--- config.mk ---
export PLATFORM = sky130hd
export DESIGN_NAME = ctx_switch_seq
export DESIGN_NICKNAME = d
export VERILOG_FILES = /design/src/rtl/ctx_pkg.sv /design/src/rtl/ctx_irq_arb.sv /design/src/rtl/ctx_addr_gen.sv /design/src/rtl/ctx_switch_seq.sv
export SDC_FILE = /design/constraint.sdc
export NUM_CORES = 1
export LEC_CHECK = 0
export BUFFER_PORTS_ARGS = -buffer_cell sky130_fd_sc_hd__buf_4
export CAP_MARGIN = 40
export CORE_UTILIZATION = 45
export DETAILED_ROUTE_END_ITERATION = 10
export GPL_TIMING_DRIVEN = 0
export PLACE_DENSITY = 0.74
export RECOVER_POWER = 25
export SLEW_MARGIN = 10
export SYNTH_ARGS = -nofsm -noshare
export SYNTH_HDL_FRONTEND = slang
export SYNTH_SLANG_ARGS = --single-unit
--- constraint.sdc ---
create_clock -name clk -period 4.31 [get_ports clk]
set_input_delay 0.431 -clock clk [delete_from_list [all_inputs] [get_ports clk]]
set_output_delay 0.431 -clock clk [all_outputs]
set_load 0.02 [all_outputs]
--- src/rtl/ctx_pkg.sv ---
package ctx_pkg;

    localparam int WORD_W = 16;
    localparam int SLOT_W = 4;

    // operation codes presented by the instruction sequencer
    localparam logic [2:0] OPC_CALL = 3'd1;
    localparam logic [2:0] OPC_RET  = 3'd2;
    localparam logic [2:0] OPC_TRAP = 3'd3;
    localparam logic [2:0] OPC_LINK = 3'd4;

    // workspace slots used by the switches
    localparam logic [SLOT_W-1:0] SLOT_LINK  = 4'd11;
    localparam logic [SLOT_W-1:0] SLOT_OLDWP = 4'd13;
    localparam logic [SLOT_W-1:0] SLOT_OLDPC = 4'd14;
    localparam logic [SLOT_W-1:0] SLOT_OLDST = 4'd15;

    typedef enum logic [3:0] {
        S_IDLE,
        S_VEC_WP,
        S_VEC_PC,
        S_SAVE_WP,
        S_SAVE_PC,
        S_SAVE_ST,
        S_SAVE_SRC,
        S_LOAD_ST,
        S_LOAD_PC,
        S_LOAD_WP,
        S_LINK
    } state_e;

    typedef enum logic [2:0] {
        SW_CALL,
        SW_RET,
        SW_TRAP,
        SW_LINK,
        SW_IRQ,
        SW_NMI
    } sw_e;

    typedef struct packed {
        state_e              state;
        sw_e                 sw;
        logic [WORD_W-1:0]   vec;
        logic [WORD_W-1:0]   aux;
        logic [WORD_W-1:0]   new_wp;
        logic [WORD_W-1:0]   new_pc;
        logic [WORD_W-1:0]   new_st;
        logic [WORD_W-1:0]   pc;
        logic [WORD_W-1:0]   wp;
        logic [WORD_W-1:0]   st;
        logic                done;
    } ctx_t;

    function automatic logic [SLOT_W-1:0] slot_of(state_e s);
        case (s)
            S_SAVE_WP, S_LOAD_WP: return SLOT_OLDWP;
            S_SAVE_PC, S_LOAD_PC: return SLOT_OLDPC;
            S_SAVE_ST, S_LOAD_ST: return SLOT_OLDST;
            default:              return SLOT_LINK;
        endcase
    endfunction

endpackage

--- src/rtl/ctx_irq_arb.sv ---
module ctx_irq_arb #(
    parameter int LEVEL_W = 4
) (
    input  logic               irq_req,
    input  logic [LEVEL_W-1:0] irq_level,
    input  logic               nmi,
    input  logic [LEVEL_W-1:0] mask,
    output logic               take,
    output logic               take_nmi,
    output logic [LEVEL_W-1:0] mask_d
);

    logic lvl_ok;

    // a level at or below the mask value is admitted
    assign lvl_ok   = irq_req && (irq_level <= mask);
    // the non-maskable input ignores the mask and wins
    assign take_nmi = nmi;
    assign take     = nmi || lvl_ok;

    always_comb begin
        if (nmi) begin
            mask_d = '0;
        end else if (irq_level == '0) begin
            mask_d = '0;
        end else begin
            mask_d = irq_level - 1'b1;
        end
    end

endmodule

--- src/rtl/ctx_addr_gen.sv ---
module ctx_addr_gen
    import ctx_pkg::*;
(
    input  state_e            state,
    input  logic [WORD_W-1:0] wp,
    input  logic [WORD_W-1:0] new_wp,
    input  logic [WORD_W-1:0] vec,
    output logic [WORD_W-1:0] addr
);

    logic [WORD_W-1:0] raw;
    logic [WORD_W-1:0] offs;

    // register n sits 2n bytes above its workspace base
    assign offs = WORD_W'({slot_of(state), 1'b0});

    always_comb begin
        case (state)
            S_VEC_WP:   raw = vec;
            S_VEC_PC:   raw = vec + WORD_W'(2);
            S_SAVE_WP,
            S_SAVE_PC,
            S_SAVE_ST,
            S_SAVE_SRC: raw = new_wp + offs;
            default:    raw = wp + offs;
        endcase
    end

    // word accesses only
    assign addr = {raw[WORD_W-1:1], 1'b0};

endmodule

--- src/rtl/ctx_switch_seq.sv ---
module ctx_switch_seq
    import ctx_pkg::*;
#(
    parameter int                LEVEL_W   = 4,
    parameter int                NUM_W     = 4,
    parameter logic [WORD_W-1:0] TRAP_BASE = 16'h0040,
    parameter logic [WORD_W-1:0] IRQ_BASE  = 16'h0000,
    parameter logic [WORD_W-1:0] NMI_VEC   = 16'hFFFC
) (
    input  logic               clk,
    input  logic               rst_n,
    input  logic               op_valid,
    input  logic [2:0]         op_kind,
    input  logic [NUM_W-1:0]   op_num,
    input  logic [WORD_W-1:0]  op_addr,
    input  logic               irq_req,
    input  logic [LEVEL_W-1:0] irq_level,
    input  logic               nmi,
    output logic               busy,
    output logic               done,
    output logic               mem_req,
    output logic               mem_we,
    output logic [WORD_W-1:0]  mem_addr,
    output logic [WORD_W-1:0]  mem_wdata,
    input  logic [WORD_W-1:0]  mem_rdata,
    input  logic               mem_ack,
    output logic [WORD_W-1:0]  cur_pc,
    output logic [WORD_W-1:0]  cur_wp,
    output logic [WORD_W-1:0]  cur_st
);

    localparam int VEC_SHIFT = 2;

    ctx_t q, d;

    logic               irq_take;
    logic               irq_is_nmi;
    logic [LEVEL_W-1:0] irq_mask;
    logic               fin;
    logic [WORD_W-1:0]  fin_wp;

    ctx_irq_arb #(.LEVEL_W(LEVEL_W)) u_arb (
        .irq_req  (irq_req),
        .irq_level(irq_level),
        .nmi      (nmi),
        .mask     (q.st[LEVEL_W-1:0]),
        .take     (irq_take),
        .take_nmi (irq_is_nmi),
        .mask_d   (irq_mask)
    );

    ctx_addr_gen u_addr (
        .state (q.state),
        .wp    (q.wp),
        .new_wp(q.new_wp),
        .vec   (q.vec),
        .addr  (mem_addr)
    );

    // a request is open in every non-idle state
    assign busy    = (q.state != S_IDLE);
    assign mem_req = busy;
    assign done    = q.done;
    assign cur_pc  = q.pc;
    assign cur_wp  = q.wp;
    assign cur_st  = q.st;

    always_comb begin
        case (q.state)
            S_SAVE_WP,
            S_SAVE_PC,
            S_SAVE_ST,
            S_SAVE_SRC,
            S_LINK:  mem_we = 1'b1;
            default: mem_we = 1'b0;
        endcase
    end

    always_comb begin
        case (q.state)
            S_SAVE_WP:  mem_wdata = q.wp;
            S_SAVE_PC:  mem_wdata = q.pc;
            S_SAVE_ST:  mem_wdata = q.st;
            S_SAVE_SRC: mem_wdata = q.aux;
            S_LINK:     mem_wdata = q.pc;
            default:    mem_wdata = '0;
        endcase
    end

    always_comb begin
        d      = q;
        d.done = 1'b0;
        fin    = 1'b0;
        fin_wp = q.new_wp;
        case (q.state)
            S_IDLE: begin
                if (op_valid) begin
                    // an offered operation beats a pending interrupt
                    d.new_wp = q.wp;
                    d.new_pc = q.pc;
                    d.new_st = q.st;
                    d.aux    = op_addr;
                    case (op_kind)
                        OPC_CALL: begin
                            d.sw    = SW_CALL;
                            d.vec   = op_addr;
                            d.state = S_VEC_WP;
                        end
                        OPC_TRAP: begin
                            d.sw    = SW_TRAP;
                            d.vec   = TRAP_BASE + (WORD_W'(op_num) << VEC_SHIFT);
                            d.state = S_VEC_WP;
                        end
                        OPC_RET: begin
                            d.sw    = SW_RET;
                            d.state = S_LOAD_ST;
                        end
                        OPC_LINK: begin
                            d.sw     = SW_LINK;
                            d.new_pc = op_addr;
                            d.state  = S_LINK;
                        end
                        default: ;
                    endcase
                end else if (irq_take) begin
                    d.new_st                = q.st;
                    d.new_st[LEVEL_W-1:0]   = irq_mask;
                    d.sw                    = irq_is_nmi ? SW_NMI : SW_IRQ;
                    d.vec                   = irq_is_nmi ? NMI_VEC
                                            : IRQ_BASE + (WORD_W'(irq_level) << VEC_SHIFT);
                    d.state                 = S_VEC_WP;
                end
            end
            S_VEC_WP: if (mem_ack) begin
                d.new_wp = mem_rdata;
                d.state  = S_VEC_PC;
            end
            S_VEC_PC: if (mem_ack) begin
                d.new_pc = mem_rdata;
                d.state  = S_SAVE_WP;
            end
            S_SAVE_WP: if (mem_ack) d.state = S_SAVE_PC;
            S_SAVE_PC: if (mem_ack) d.state = S_SAVE_ST;
            S_SAVE_ST: if (mem_ack) begin
                if (q.sw == SW_TRAP) begin
                    d.state = S_SAVE_SRC;
                end else begin
                    fin = 1'b1;
                end
            end
            S_SAVE_SRC: if (mem_ack) fin = 1'b1;
            S_LOAD_ST: if (mem_ack) begin
                d.new_st = mem_rdata;
                d.state  = S_LOAD_PC;
            end
            S_LOAD_PC: if (mem_ack) begin
                d.new_pc = mem_rdata;
                d.state  = S_LOAD_WP;
            end
            S_LOAD_WP: if (mem_ack) begin
                fin    = 1'b1;
                fin_wp = mem_rdata;
            end
            S_LINK: if (mem_ack) fin = 1'b1;
            default: d.state = S_IDLE;
        endcase

        // the architectural registers move only on completion
        if (fin) begin
            d.state = S_IDLE;
            d.done  = 1'b1;
            d.wp    = fin_wp;
            d.pc    = q.new_pc;
            d.st    = q.new_st;
        end
    end

    always_ff @(posedge clk) begin
        if (!rst_n) begin
            q <= '0;
        end else begin
            q <= d;
        end
    end

endmodule

==> flow_summary.json, run 1 <==
{
  "status": "finished, final reports clean",
  "placementRows": 49,
  "cts_tree": "done",
  "antenna_found_initial": 0,
  "yosys.area.top_type_share_pct": 32.65,
  "hold_buffers": 0,
  "hold_slack_ns": 0.2694,
  "grt_pass1_vias": 8283,
  "synth_edf_count": 0,
  "drtIter0Drc": 1331,
  "start_util_pct": 45.93,
  "ys_warn_count": 0,
  "via_count": 8969,
  "ys_seq_elements": 135,
  "async_flop_share_pct": 0,
  "hold_depth": 3,
  "cap_violations": 0,
  "synthTopCellsByArea": "dfxtp_1 33%, nand2_1 14%, a21oi_1 6.4%",
  "crit_arrival_ns": 3.77,
  "routed_wl_mm": 29.46,
  "diodes": 0,
  "setup_violations": 0,
  "worstSetupPathType": "reg -> out",
  "slew_headroom_pct": 50.48,
  "area_delta_synth_final_pct": 24.49,
  "ir_drop_mv": 0.4200,
  "fin_skew_ns": 0.009523,
  "ctsLongestPathBuffers": 2,
  "grt_max_degree": 17,
  "power-per-cell-area_nw_per_um2": 583.6,
  "clkLatencyLatePin_ns": 0.43,
  "worst_pin_slew_ns": 0.7372,
  "path_max_fanout": 10,
  "fin_crit_ns": 4.201,
  "timing_hold_violations_final": 0,
  "netlist_instances": 1114,
  "layout-drive-gt1-share_pct": 21.59,
  "placed_area_sq_um": 9555,
  "routedWlPerCell_microns": 19.49,
  "antenna_left": 0,
  "die_h_microns": 137.6,
  "ys_seq_area_share_pct": 32.65,
  "grt_pass1_wl_mm": 45.85,
  "avgSynthCellArea_sq_um": 7.431,
  "root_buffer": "clkbuf_16",
  "fin_nets": 1330,
  "r2r_end": "q[102]$_SDFFE_PN0P_",
  "yosysTopAreaCell": "dfxtp_1",
  "synth.distinct_cells": 68,
  "post-route-util_pct": 57.17,
  "fin_crit_sh_pct": 97.47,
  "die_area_sq_um": 18940,
  "gp_congestion": 0.9306,
  "hpwl_mm": 22.29,
  "r2r-start": "q[133]$_SDFFE_PP0P_",
  "portBuffers": 129,
  "yosys_most_used_dff": "dfxtp_1",
  "ios": 133,
  "core-area_sq_um": 18020,
  "dr.pass1.iters": 9,
  "worstHoldStart": "op_addr[0]",
  "max_freq_mhz": 238.0,
  "worst-r2r-cell-count": 7,
  "dieWidth_microns": 137.6,
  "drc": 0,
  "slew_viol_final": 0,
  "grt_overflow": 0,
  "cp-start-kind": "flip-flop",
  "r2r_setup_slack_ns": 1.71,
  "track_usage_pct": 32.10,
  "crit_path_end_kind": "output port",
  "crit_required_ns": 3.88,
  "cts_made_buffers": 17,
  "syn_area_sq_um": 8278,
  "p_leak_uw": 0.004086,
  "synth_nets": 1174,
  "clk_pin_slew_ns": 0.06,
  "hold_path_class": "in -> reg",
  "fin_area_sq_um": 10300,
  "viasPerCell": 5.932,
  "whs_endpoint": "q[97]$_SDFFE_PN0P_",
  "clock-sinks": 135,
  "htreeDepth": 4
}
==> metal layers <==
metal	up-vias	GRT usage, %	part of all wire (%)	wire [microns]
met5	-	0	0	0
met4	0	15.14	4.1	1202
met3	94	6.365	10	2950
met2	509	50.50	45	13300
met1	4175	41.93	41	12010
li1	4191	-	-	-
==> final cells by class <==
type                            instances  area [sq um]
Fill cell                            1727          7720
Multi-Input combinational cell        824          4788
Sequential cell                       135          2704
Timing Repair Buffer                  139          1036
Buffer                                138         803.3
Clock buffer                           21         460.4
Tap cell                              229         286.5
Clock inverter                         11         170.2
Inverter                               15         56.30
==> critical path, cell delays in order, from the launching register on <==
cell      delay (ns)
dfxtp_1         0.33
buf_6           0.13
and4bb_1        0.20
buf_6           0.16
a21o_1          0.17
buf_6           0.14
buf_6           0.15
nand2_1         0.07
nand2_1         0.09
ha_4            0.20
fa_2            0.43
a211oi_4        0.31
nor2_1          0.07
mux2i_1         0.22
o21bai_4        0.17
xnor2_1         0.14
o221ai_1        0.16
buf_4           0.20
==> timing repair <==
action                                  in CTS  in global routing
gates resized for setup                     11                 17
hold endpoints to repair                     0                  0
buffers inserted                             2                  5
pin swaps                                    2                  2
endpoints found under the setup margin      10                 11
gates cloned                                 0                  0
==> registers in the layout (all words and copies together) (netlist names) <==
register	flops
q	86
cur_pc	16
cur_st	16
cur_wp	16
done	1
==> worst max-delay path by stage <==
stage	startpoint	to	slack [ns]	cells after the start
4_1_cts	q[133]$_SDFFE_PP0P_	mem_addr[10]	0.002	14
6_report	q[134]$_SDFFE_PP0P_	mem_addr[9]	0.11	17
2_1_floorplan	q[134]$_SDFFE_PP0P_	mem_addr[9]	0.63	16
3_5_place_dp	q[133]$_SDFFE_PP0P_	mem_addr[8]	0.14	14
3_3_place_gp	q[133]$_SDFFE_PP0P_	mem_addr[13]	0.20	14
5_1_grt	q[134]$_SDFFE_PP0P_	mem_addr[9]	-0.02	17
==> power breakdown <==
part	switching [uW]	leakage [uW]	total (uW)	internal, uW
clock	574	0.000300	1570	999
sequential	252	0.00110	1770	1520
combinational	1670	0.00269	2670	1000
==> logic make-up after synthesis <==
logic type	after synthesis	share of synthesized area, %
xor gates and xnor gates	22	2.328
DFF	135	32.65
other	1	0.04530
adders and majority gates	11	1.753
and+or+nand+nor	463	24.24
AOI/OAI and AO/OA	279	22.97
buffers and inverters	155	10.20
muxes	48	5.804
==> synth_stat cells (all sizes together), types with 2 or more instances <==
cell type / n
a2111oi: 2
a211oi: 32
a21oi: 109
a221oi: 3
a222oi: 17
a22oi: 3
a311o: 15
a311oi: 2
a31oi: 2
and2: 4
and3: 23
buf: 81
clkbuf: 59
dfxtp: 135
ha: 10
inv: 15
mux2i: 48
nand2: 302
nand2b: 6
nand3: 13
nand4: 13
nand4b: 2
nor2: 51
nor2b: 6
nor3: 28
nor3b: 2
o2111ai: 5
o211ai: 22
o21ai: 44
o21bai: 2
o221ai: 6
o311ai: 5
or2: 5
or3: 2
xnor2: 10
xor2: 12
==> through the flow <==
step	power, uW	worst slack [ns]	std cells	TNS (ns)
2_1_floorplan	3485	0.6298	1114	0
3_3_place_gp	4239	0.2014	1472	0
3_5_place_dp	4295	0.1372	1475	0
4_1_cts	5897	0.002426	1509	0
5_1_grt	6322	-0.02365	1512	-0.02365
6_report	6014	0.1091	1512	0
==> placed cells by master, fill, tap and decap left out, types with 8 or more instances in the layout <==
master / instances
a222oi_1: 17
nor2_1: 49
clkbuf_16: 17
dfxtp_1: 134
inv_1: 14
o211ai_1: 21
a311o_1: 15
buf_4: 142
clkbuf_1: 59
and3_1: 23
nand2_1: 302
mux2i_1: 48
xnor2_1: 10
clkbuf_4: 48
a211oi_1: 30
nand4_1: 13
o21ai_0: 18
nor3_1: 26
nand3_1: 13
buf_2: 20
buf_6: 8
o21ai_1: 26
xor2_1: 12
a21oi_1: 106
ha_1: 8
(Power assumes the default switching activity.)
==> run 2: changes to the inputs <==
clock period = 4.3 ns   (was 4.31 ns; I/O delays follow)
==> flow_summary.json, run 2 (synthesis gave the netlist of run 1 again) <==
{
  "status": "finished, final reports clean",
  "cp_slowest_stage_delay_ns": 0.42,
  "area_delta_synth_final_pct": 24.44,
  "power-per-cell-area_nw_per_um2": 585.0,
  "max_freq_mhz": 240.4,
  "nFillCells": 1729,
  "routed_wl_mm": 29.47,
  "die_h_microns": 137.6,
  "portBuffers": 129,
  "ios": 133,
  "slew_headroom_pct": 50.29,
  "start_util_pct": 45.93,
  "fin_nets": 1330,
  "fin_crit_sh_pct": 96.73,
  "grt_overflow": 0,
  "worst_pin_slew_ns": 0.7400,
  "final_cell_mix": "302 x nand2_1, 142 x buf_4, 133 x dfxtp_1",
  "crit_required_ns": 3.87,
  "core-area_sq_um": 18020,
  "worstHoldStart": "op_addr[0]",
  "crit_path_end_kind": "output port",
  "clock-sinks": 135,
  "cp-startpoint": "q[134]$_SDFFE_PP0P_",
  "track_usage_pct": 32.20,
  "critPathMostFrequentCell": "buf_6",
  "viasPerCell": 5.893,
  "r2r_end": "q[108]$_SDFFE_PN0P_",
  "hpwl_mm": 22.29,
  "largest_register": "q",
  "cts_tree": "done",
  "p_leak_uw": 0.004086,
  "fin_skew_ns": 0.01363,
  "largest_register_ffs": 86,
  "path_max_fanout": 10,
  "drc": 0,
  "p_total_uw": 6026,
  "cap_violations": 0,
  "critPathSlowestCell": "fa_2",
  "cp-start-kind": "flip-flop",
  "clkLatencyLatePin_ns": 0.43,
  "layout_commonest_cell": "nand2_1",
  "rsz0062_at_grt": "no",
  "dr.pass1.iters": 8,
  "ctsLongestPathBuffers": 2,
  "routedWlPerCell_microns": 19.49,
  "r2r-start": "q[133]$_SDFFE_PP0P_",
  "ir_drop_mv": 0.4185,
  "layout-drive-gt1-share_pct": 21.59,
  "timing_hold_violations_final": 0,
  "hold_buffers": 0,
  "r2r_setup_slack_ns": 1.71,
  "dieWidth_microns": 137.6,
  "clk_pin_slew_ns": 0.06,
  "root_buffer": "clkbuf_16",
  "antenna_left": 0,
  "grt_pass1_vias": 8281,
  "die_area_sq_um": 18940,
  "via_count": 8910,
  "fin_crit_ns": 4.159,
  "slew_viol_final": 0,
  "crit_arrival_ns": 3.73,
  "placementRows": 49,
  "antenna_found_initial": 0,
  "htreeDepth": 4,
  "gp_congestion": 0.9306,
  "tns_ns": 0,
  "grt_pass1_wl_mm": 46.00,
  "post-route-util_pct": 57.15,
  "hold_path_class": "in -> reg",
  "diodes": 0,
  "worst-r2r-cell-count": 7,
  "setup_violations": 0,
  "drtIter0Drc": 1251,
  "grt_max_degree": 17,
  "crit_chain": "buf_6 > and4bb_1 > buf_6 > a21o_1 > buf_6 > buf_6 > nand2_1 > nand2_1 > ha_4 > fa_2 > a211oi_4 > nor2_1 > mux2i_1 > o21bai_4 > xnor2_1 > o221ai_1 > buf_4",
  "worstSetupPathType": "reg -> out",
  "crit_end": "mem_addr[9]",
  "cts_made_buffers": 17
}
-- run 2: cell counts in the layout (fill, tap and decap cells not counted) --
No cell type changed its count.
-- run 2: routing by layer --
metal | vias up | global-route usage, % | share of wire (%)
li1 | 4185 | - | -
met1 | 4147 | 41.88 | 41
met2 | 500 | 50.75 | 46
met3 | 78 | 6.512 | 9.8
met4 | 0 | 15.20 | 3.5
met5 | - | 0 | 0
-- run 2: how the worst min path moves through the flow --
stage                           to  slack, ns  depth (start not counted)
3_3_place_gp   q[130]$_SDFFE_PN0P_       0.44                          2
4_1_cts         q[97]$_SDFFE_PN0P_       0.26                          3
3_5_place_dp   q[130]$_SDFFE_PN0P_       0.44                          2
2_1_floorplan  q[130]$_SDFFE_PN0P_       0.42                          2
6_report        q[97]$_SDFFE_PN0P_       0.27                          3
5_1_grt         q[97]$_SDFFE_PN0P_       0.26                          3
-- run 2: layout make-up --
type | instances | area [sq um] | share of cell area (%)
multi-input combinational | 824 | 4783 | 46.44
clock buffer | 21 | 460.4 | 4.470
clock inverter | 11 | 170.2 | 1.652
buffer | 138 | 803.3 | 7.798
sequential | 135 | 2705 | 26.26
timing repair buffer | 139 | 1036 | 10.06
inverter | 15 | 56.30 | 0.5466
tap | 229 | 286.5 | 2.781
-- run 2: worst max-delay path, delay by kind of cell, from the launching register on --
| kind | cells | cell delay [ns] |
|---|---|---|
| AO/OA/AOI/OAI | 4 | 0.80 |
| buffers and inverters | 5 | 0.77 |
| adder cells (fa/ha/maj) | 2 | 0.62 |
| AND/OR/NAND/NOR | 4 | 0.43 |
| flip-flops | 1 | 0.33 |
| multiplexers | 1 | 0.22 |
| XOR/XNOR | 1 | 0.14 |
-- run 2: power breakdown --
group	internal, uW	switching (uW)	total (uW)	leakage (uW)
sequential	1520	256	1780	0.00110
clock	1000	576	1580	0.000300
combinational	1000	1670	2670	0.00269
total	3530	2500	6030	0.00409
-- run 2: stage by stage --
step,cell area [sq um],std cells,setup WS [ns],hold WS [ns]
2_1_floorplan,8278,1114,0.6208,0.4235
3_3_place_gp,9533,1472,0.1924,0.4374
3_5_place_dp,9555,1475,0.1282,0.4421
4_1_cts,10240,1508,0.02798,0.2599
5_1_grt,10300,1512,0.001943,0.2613
6_report,10300,1512,0.1408,0.2667
-- run 2: timing repair --
action,in CTS,in global routing
endpoints found under the setup margin,10,11
resized for setup,13,16
pin swaps,2,2
setup buffers,1,6
